File: src/rtl/trig_cmd_seq.sv
module trig_cmd_seq #(
  parameter int BX_W     = 12,
  parameter int ORB_W    = 16,
  parameter int AW       = 8,
  parameter int FD       = 4,
  parameter int NCH      = 5,
  parameter int QD       = 16,
  parameter int LAT_W    = 8,
  parameter int CMD_LEAD = 2,
  parameter int MISS_W   = 16,
  parameter int DEF_LEN  = 3564
) (
  input  logic                   clk,
  input  logic                   rst_n,
  input  logic [BX_W-1:0]        orbit_len,
  input  logic [AW-1:0]          n_entries,
  output logic                   mem_rd,
  output logic [AW-1:0]          mem_addr,
  input  logic [ORB_W-1:0]       mem_orbit,
  input  logic [BX_W-1:0]        mem_bx,
  input  logic [ORB_W-1:0]       mon_period,
  input  logic [BX_W-1:0]        mon_bx,
  input  logic                   req_ecr,
  input  logic                   req_resync,
  input  logic [NCH*LAT_W-1:0]   lat,
  output logic [BX_W-1:0]        bx_cnt,
  output logic [ORB_W-1:0]       orbit_cnt,
  output logic                   orbit_mark,
  output logic                   l1a,
  output logic                   l1a_mon,
  output logic                   cmd_valid,
  output logic [2:0]             cmd_code,
  output logic [NCH-1:0]         start,
  output logic [MISS_W-1:0]      miss_cnt
);
  localparam int FAW = $clog2(FD);
  localparam int QAW = $clog2(QD);
  localparam int TW  = LAT_W + 1;
  localparam int PW  = ORB_W + BX_W;
  localparam logic [FAW+1:0] FD_V = (FAW+2)'(FD);
  localparam logic [2:0] C_BCR = 3'd1, C_ECR = 3'd2, C_RSY = 3'd3, C_MON = 3'd4;

  // crossing / orbit counters
  logic [BX_W-1:0] eff_len;
  logic            last;
  assign eff_len    = (orbit_len == '0) ? BX_W'(DEF_LEN) : orbit_len;
  assign last       = (bx_cnt == eff_len - BX_W'(1));
  assign orbit_mark = (bx_cnt == '0);

  always_ff @(posedge clk) begin
    if (!rst_n) begin
      bx_cnt    <= '0;
      orbit_cnt <= '0;
    end else if (last) begin
      bx_cnt    <= '0;
      orbit_cnt <= orbit_cnt + 1'b1;
    end else begin
      bx_cnt    <= bx_cnt + 1'b1;
    end
  end

  // trigger table prefetch queue
  logic [PW-1:0]  fpos [FD];
  logic [FAW-1:0] fwp, frp;
  logic [FAW:0]   fcnt;
  logic           rd_q, hit, late, pop;
  logic [PW-1:0]  now_pos, head;

  assign now_pos = {orbit_cnt, bx_cnt};
  assign head    = fpos[frp];
  assign hit     = (fcnt != '0) && (head == now_pos);
  assign late    = (fcnt != '0) && (head < now_pos);
  assign pop     = hit | late;
  assign mem_rd  = (mem_addr < n_entries) && ((FAW+2)'(fcnt) + (FAW+2)'(rd_q) < FD_V);

  always_ff @(posedge clk) begin
    if (!rst_n) begin
      rd_q     <= 1'b0;
      mem_addr <= '0;
      fwp      <= '0;
      frp      <= '0;
      fcnt     <= '0;
      miss_cnt <= '0;
    end else begin
      rd_q <= mem_rd;
      if (mem_rd) mem_addr <= mem_addr + 1'b1;
      if (rd_q)   fwp <= fwp + 1'b1;
      if (pop)    frp <= frp + 1'b1;
      fcnt <= fcnt + (FAW+1)'(rd_q) - (FAW+1)'(pop);
      if (late)   miss_cnt <= miss_cnt + 1'b1;
    end
  end

  always_ff @(posedge clk)
    if (rd_q) fpos[fwp] <= {mem_orbit, mem_bx};

  // monitoring triggers
  logic [ORB_W-1:0] mon_div;
  logic             mon_arm, mon_go, coll, announce, mon_fire;

  always_comb begin
    coll = 1'b0;
    for (int i = 0; i < FD; i++)
      if ((FAW+1)'(i) < fcnt && fpos[frp + FAW'(i)] == {orbit_cnt, mon_bx}) coll = 1'b1;
  end

  assign announce = mon_arm && (bx_cnt == mon_bx - BX_W'(CMD_LEAD)) && !coll;
  assign mon_fire = mon_go && (bx_cnt == mon_bx);
  assign l1a      = hit | mon_fire;
  assign l1a_mon  = mon_fire;

  always_ff @(posedge clk) begin
    if (!rst_n) begin
      mon_div <= '0;
      mon_arm <= 1'b0;
      mon_go  <= 1'b0;
    end else begin
      if (last) mon_div <= (mon_div + 1'b1 == mon_period) ? '0 : mon_div + 1'b1;
      if (orbit_mark && mon_div == '0 && mon_period != '0) mon_arm <= 1'b1;
      else if (announce) mon_arm <= 1'b0;
      if (announce) mon_go <= 1'b1;
      else if (mon_fire) mon_go <= 1'b0;
    end
  end

  // fast commands
  logic ecr_p, rsy_p;

  always_comb begin
    cmd_valid = 1'b1;
    if (orbit_mark)    cmd_code = C_BCR;
    else if (announce) cmd_code = C_MON;
    else if (rsy_p)    cmd_code = C_RSY;
    else if (ecr_p)    cmd_code = C_ECR;
    else begin
      cmd_valid = 1'b0;
      cmd_code  = 3'd0;
    end
  end

  always_ff @(posedge clk) begin
    if (!rst_n) begin
      ecr_p <= 1'b0;
      rsy_p <= 1'b0;
    end else begin
      if (req_resync) rsy_p <= 1'b1;
      else if (cmd_code == C_RSY) rsy_p <= 1'b0;
      if (req_ecr) ecr_p <= 1'b1;
      else if (cmd_code == C_ECR) ecr_p <= 1'b0;
    end
  end

  // per-channel latency queues
  logic [TW-1:0] tick;
  always_ff @(posedge clk)
    if (!rst_n) tick <= '0;
    else        tick <= tick + 1'b1;

  for (genvar c = 0; c < NCH; c++) begin : g_ch
    logic [TW-1:0]  q [QD];
    logic [QAW-1:0] wp, rp;
    logic [QAW:0]   cnt;
    logic [TW-1:0]  age;
    logic           full, push;

    assign age      = tick - q[rp];
    assign full     = (cnt == (QAW+1)'(QD));
    assign push     = l1a && !full;
    assign start[c] = (cnt != '0) && (age == {1'b0, lat[c*LAT_W +: LAT_W]});

    always_ff @(posedge clk) begin
      if (!rst_n) begin
        wp  <= '0;
        rp  <= '0;
        cnt <= '0;
      end else begin
        if (push)     wp <= wp + 1'b1;
        if (start[c]) rp <= rp + 1'b1;
        cnt <= cnt + (QAW+1)'(push) - (QAW+1)'(start[c]);
      end
    end

    always_ff @(posedge clk)
      if (push) q[wp] <= tick;

    p_no_overflow_r8: assert property (@(posedge clk) disable iff (!rst_n) l1a |-> !full);
  end

  p_bx_range_r1:   assert property (@(posedge clk) disable iff (!rst_n) bx_cnt < eff_len);
  p_orbit_step_r1: assert property (@(posedge clk) disable iff (!rst_n)
                     last |=> (bx_cnt == '0 && orbit_cnt == $past(orbit_cnt) + 1'b1));
  p_fifo_bound_r3: assert property (@(posedge clk) disable iff (!rst_n) fcnt <= (FAW+1)'(FD));
  p_one_src_r6:    assert property (@(posedge clk) disable iff (!rst_n) !(hit && mon_fire));
  p_mon_cmd_r5:    assert property (@(posedge clk) disable iff (!rst_n)
                     mon_fire |-> $past(cmd_valid && cmd_code == C_MON, CMD_LEAD));
endmodule

File: config.mk
export PLATFORM = sky130hd
export DESIGN_NAME = trig_cmd_seq
export DESIGN_NICKNAME = d
export VERILOG_FILES = /design/src/rtl/trig_cmd_seq.sv
export SDC_FILE = /design/constraint.sdc
export NUM_CORES = 2
export LEC_CHECK = 0
export BUFFER_PORTS_ARGS = -buffer_cell sky130_fd_sc_hd__buf_2
export CORE_ASPECT_RATIO = 1.1
export CORE_MARGIN = 3
export CORE_UTILIZATION = 60
export DETAILED_ROUTE_END_ITERATION = 12
export GPL_TIMING_DRIVEN = 0
export PLACE_DENSITY = 0.81
export SLEW_MARGIN = 30
export SYNTH_ARGS = -nofsm -noshare
export SYNTH_HDL_FRONTEND = slang
export SYNTH_SLANG_ARGS = --single-unit
File: constraint.sdc
create_clock -name clk -period 9.2 [get_ports clk]
set_clock_uncertainty 0.15 [all_clocks]
set_input_delay 0.92 -clock clk [delete_from_list [all_inputs] [get_ports clk]]
set_output_delay 0.92 -clock clk [all_outputs]
set_load 0.05 [all_outputs]
# Word level (Yosys, flattened, before mapping)
# Memories as Yosys holds them, arrays and structs flattened. A register that Yosys moved wholly into a read port is not among the register bits.
# Index checks and enable logic that the tools add are counted.
# word_totals
output_inout_bits,65
ram_bits,832
memories,6
elab_cells,195
register_bits,154
# mem_list
name,words,word_bits,read_ports,rd_ports_with_merged_regs,write_ports,line,source
g_ch[0].q,16,9,1,1,1,160,logic [TW-1:0] q [QD];
g_ch[1].q,16,9,1,1,1,160,
g_ch[2].q,16,9,1,1,1,160,
g_ch[3].q,16,9,1,1,1,160,
g_ch[4].q,16,9,1,1,1,160,
fpos,4,28,4,1,1,63,logic [PW-1:0] fpos [FD];
# op_classes
mux,46
magnitude_cmp,7
eq_ne,21
addsub,40
bitwise_logic,3
n_reduce_logical,43
# ops
cell,count
$eq 28x28->1,5
$add 16x1->16 const B,3
$eq 9x8->1,5
$sub 9x9->9,5
$add 4x1->4 const B,10
$mux 4,10
$eq 12x12->1,3
$lt 28x28->1,1
$mux 1,28
$add 5x1->5,5
$eq 5x5->1 const B,5
$reduce_bool 5->1,5
$sub 5x1->5,5
$logic_not 12->1,2
$logic_and 1x1->1,22
$eq 16x16->1,1
$logic_not 16->1,1
$mux 16,1
$reduce_bool 16->1,1
$add 12x1->12 const B,1
$mux 12,1
$sub 12x1->12 const B,1
$sub 12x2->12 const B,1
$add 9x1->9 const B,1
other kinds (19),37

# Longest topological paths before layout
# An unclocked memory read counts as a cell.
# depth
word_depth,14
mapped_depth,24

# Worst setup path before layout
# OpenSTA, ideal clock, no wires.
# synth_path
kind,register to register
startpoint,register with a tool-made name
endpoint,register g_ch[1].cnt[4]
stages_incl_launch_ff,22
arrival_ns,6.715
n_path_buf,2
period_less_slack_ns,6.935
setup_time_ns,0.070
slack_ns,2.265
path_cell_list,dfxtp_1 > buf_2 > buf_1 > mux4_2 > mux4_2 > ha_1 > fa_1 > nor2b_1 > o21ai_0 > nand2_1 > xnor2_1 > or4_1 > or4b_1 > nor3_1 > ha_1 > inv_1 > ha_1 > fa_1 > a21oi_1 > nor2_1 > or3_1 > a21oi_1
# synth_rtl
element,line,source
"end signal, assigned",179,cnt <= cnt + (QAW+1)'(push) - (QAW+1)'(start[c]);
"end, declared",162,logic [QAW:0] cnt;

==> metrics list <==
* Number of hold-repair buffers added at the cts stage: 0
* Final max-slew violation count: 0
- Based on the critical path, the design can be clocked at up to approximately 130 MHz.
- The detailed router finished its first iteration with around 3,300 violations.
- The largest single stage delay on the critical path is between 0.7 and 0.8 ns.
* I/O pin total: 185
- Proportion of power drawn by combinational gates: a little over an eighth
* Element type at the critical path start: flip-flop
- Post-synth cell types: 82
- TritonCTS clock tree: done
- Among all flip-flop cells after synthesis, the most frequent one is edfxtp_1.
- Synthesis produced a netlist with a net count of 3,420.
- Sequential cell area fraction in the yosys report: between 50% and 60%
- Most used standard cells in the synthesized netlist: edfxtp_1, mux4_2, xnor2_1, dfxtp_1, nor2_1
- Highest net fanout along the worst path: 10
- Gates resized during post-CTS repair numbered 0.
- Number of buffers inserted during clock tree synthesis: about 100
- The worst setup path is of the reg -> out kind.
- RSZ-0062 raised after global routing: false
- The first global-routing pass estimated a little under 200,000 um of wire.
* Async set or reset register ratio after synthesis: 0%
- The initial antenna violation count came to 0.
- Clock-pin slew was measured on the worst setup and hold paths at 0.06 ns.
- Buffer cell driving the clock tree root: clkbuf_16
- YS warnings: 0
- Worst reg-to-reg path cell count: 23
- Nets@finish: 3,712
- In this run the worst hold path is classified as in -> reg.
* Final non-filler cell total: roughly 4,500
* Relative contribution of the clock network to total power: around 39%
* End point of the most critical hold path: fpos[2][26]
- Counting along the longest clock path gives a buffer depth of 3.
- Among all cell types in the netlist, the one instantiated most often is edfxtp_1.
- Average routed wire per standard cell: ~29 um
- Counting instances, the worst hold path has a depth of 1.
- Pwr/cell area: around 200 nW/um^2
* Via count of the first global-routing pass: a little over 30,000
* Post-route ant nets: 0
- Internal reg-to-reg setup slack: 1.95 ns
* Slowest stage cell on the critical path: buf_1
- Setup violations remaining at the end of the flow were counted as 0.
- In this run the tool buffered the top-level ports with around 170 buffer cells.
* Register share of total power: approximately 48%
* Number of clock sinks: a little over 1,000
- Maximum number of pins on one net before global-route repair: between 60 and 70
* Total standard cell area after synthesis: 47,700 sq um
* Area contributors post-synth: edfxtp_1, mux4_2, dfxtp_1
- Final Hold Vio Count: 0
- Tightest Pin Transition: approximately 1.1 ns
- Synthesis handed over a netlist of ~3,100 instances.
- In this run, synthesis produced a sequential element count of roughly 1,000.
- Cell type with the highest aggregate area in the netlist: edfxtp_1
- Final sum of negative setup slack: 0 ns
- The analysis attributes to cell leakage a power of 0.0180 uW.
* Signal arrival time at the worst endpoint: between 6 and 7 ns
- Area of the placeable core: between 70,000 and 80,000 sq um
- Of the total power, the share spent switching nets is approximately 25%.
* Internal power component: about 8000 uW
* Std-Cell Rows: around 110
* Switching component of the power: 2690 uW
- Routed vias: 29,819
- Max Cap Violations: 0
- Critical path endpoint category: output pin
- For this run, the detailed router's first-pass iteration total came to 6.
- In this run the number of H-tree levels came out at 3.
* Detailed-placement wirelength estimate: 89,300 um
- In the routed layout, each cell is associated on average with a via count of between 6 and 7.
- At the end of routability-driven placement, the weighted congestion stood at just over 1.
* Clock latency of the later-clocked register in the worst-skew pair: about 0.67 ns
* End of the worst register-to-register path: g_ch[2].cnt[4]
- VDD IR-drop max: about 250 uV
- All-layer global routing usage: about a third
- In this run, synthesis inferred roughly 830 flip-flops with an integrated enable.
- Relative to the synthesized area, the layout overhead comes to 12.6%.
* Status: finished clean
- Data on the critical path is required at its endpoint by about 8 ns.
- After detailed routing, the number of remaining DRC violations is 0.
* Grt ovf: 0
- The number of setup buffers added after CTS is 0.
- Fraction of post-synthesis cell area in the top cell type by area: roughly 52%
* Tmin final: about 7.5 ns
* Area of the die: around 83,000 sq um
* Starting utilization of the core area: between 60% and 70%
- Wirelength, routed: approximately 130,000 um
* Worst Hold Launch: mem_orbit[14]
* Cell count after placement: between 4,000 and 5,000
- A synthesized cell averages between 15 and 20 sq um.
- Fraction of layout cells with a size suffix above 1: 21.7%
- From left edge to right edge, the die measures around 270 um.
- In this run the tightest slew margin relative to its limit is 29.5%.
- Traced cell by cell, the critical path runs through clkbuf_1, buf_1, mux4_2, mux4_2, inv_1, ha_1, nor2b_1, o21ai_0, nand2_1, xnor2_1, or4b_2, or4b_1, a21o_1, inv_1, buf_2.
- Die height: 302 um
- Final worst path period share: around four fifths
[flip-flops by register name, summed over array words and instances, names as in the netlist, 2 cells and up, named ones only]
signal / flops
g_ch.wp: 20
tick: 9
mem_addr: 8
g_ch.cnt: 25
fpos: 112
orbit_cnt: 16
g_ch.q: 720
g_ch.rp: 20
mon_div: 16
fwp: 2
miss_cnt: 16
bx_cnt: 12
frp: 2
fcnt: 3
[layout by cell type, fill, tap and decap left out, types with 68 or more instances in the layout]
cell       count
buf_2        205
ha_1         153
mux4_2       310
edfxtp_1     832
nor2_1       162
inv_1        159
a21oi_1       74
xnor2_1      206
clkbuf_16    101
nand2_1      110
dfxtp_1      167
and2_1        76
o21ai_0       68
clkbuf_1     114
mux2i_1       73
[power groups by stage]
| stage | Combinational (uW) | Sequential, uW | Clock, uW |
|---|---|---|---|
| 6_report | 1450 | 5050 | 4140 |
| 5_1_grt | 1530 | 5050 | 4340 |
| 4_1_cts | 1420 | 5050 | 4160 |
| 3_5_place_dp | 1420 | 5140 | 0 |
| 3_3_place_gp | 1360 | 5160 | 0 |
| 2_1_floorplan | 943 | 5150 | 0 |
[layout make-up]
type | count | area, sq um
flip-flops and latches | 1008 | 28500
fillers | 4909 | 24400
multi-input cells | 1819 | 18000
clock buffers | 132 | 2760
well taps | 1035 | 1290
repair buffers | 192 | 1250
plain buffers | 148 | 613
inverters | 161 | 604
clock inverters | 51 | 578
diodes | 1 | 2.50
[worst max-delay path by stage]
stage	startpoint	end	slack (ns)
6_report	flip-flop	start[0]	1.71
3_3_place_gp	tick[1]	g_ch[2].cnt[4]	0.59
3_5_place_dp	flip-flop	g_ch[0].cnt[4]	1.88
4_1_cts	flip-flop	start[0]	1.49
5_1_grt	flip-flop	start[0]	1.31
2_1_floorplan	flip-flop	g_ch[1].cnt[4]	2.26
[critical path: cells and delay by family (launching register included)]
kind	cells	cell delay [ns]
buffers and inverters	5	2.01
DFF	1	0.31
xor gates and xnor gates	1	0.13
adders and majority gates	1	0.25
and+or+nand+nor	4	1.35
AOI/OAI and AO/OA	2	0.49
muxes	2	1.19
[logic make-up after synthesis]
group | Yosys count | synth area share (%)
multiplexers | 387 | 16.3
AO/OA/AOI/OAI | 317 | 4.41
buffers and inverters | 309 | 2.55
AND/OR/NAND/NOR | 678 | 7.48
adder cells (fa/ha/maj) | 164 | 4.48
flip-flops | 1008 | 59.8
XOR/XNOR | 273 | 5.02
[routing by layer]
metal	wire (um)	track usage, %
met5	0	0
met4	6750	14.5
met1	47400	40.9
met2	64600	53.5
met3	11700	5.87
[through the flow]
step           hold WS (ns)  instance area [sq um]  util [%]  total power, uW  worst slack (ns)
3_5_place_dp          0.312                  50300      64.4             6560              1.88
3_3_place_gp          0.305                  49800      63.8             6520             0.594
6_report              0.315                  53700      68.8            10600              1.71
4_1_cts               0.289                  53600      68.7            10600              1.49
5_1_grt               0.311                  53700      68.8            10900              1.31
2_1_floorplan         0.281                  47700         -             6090              2.26
No activity file was read; power rests on OpenSTA's default activity.
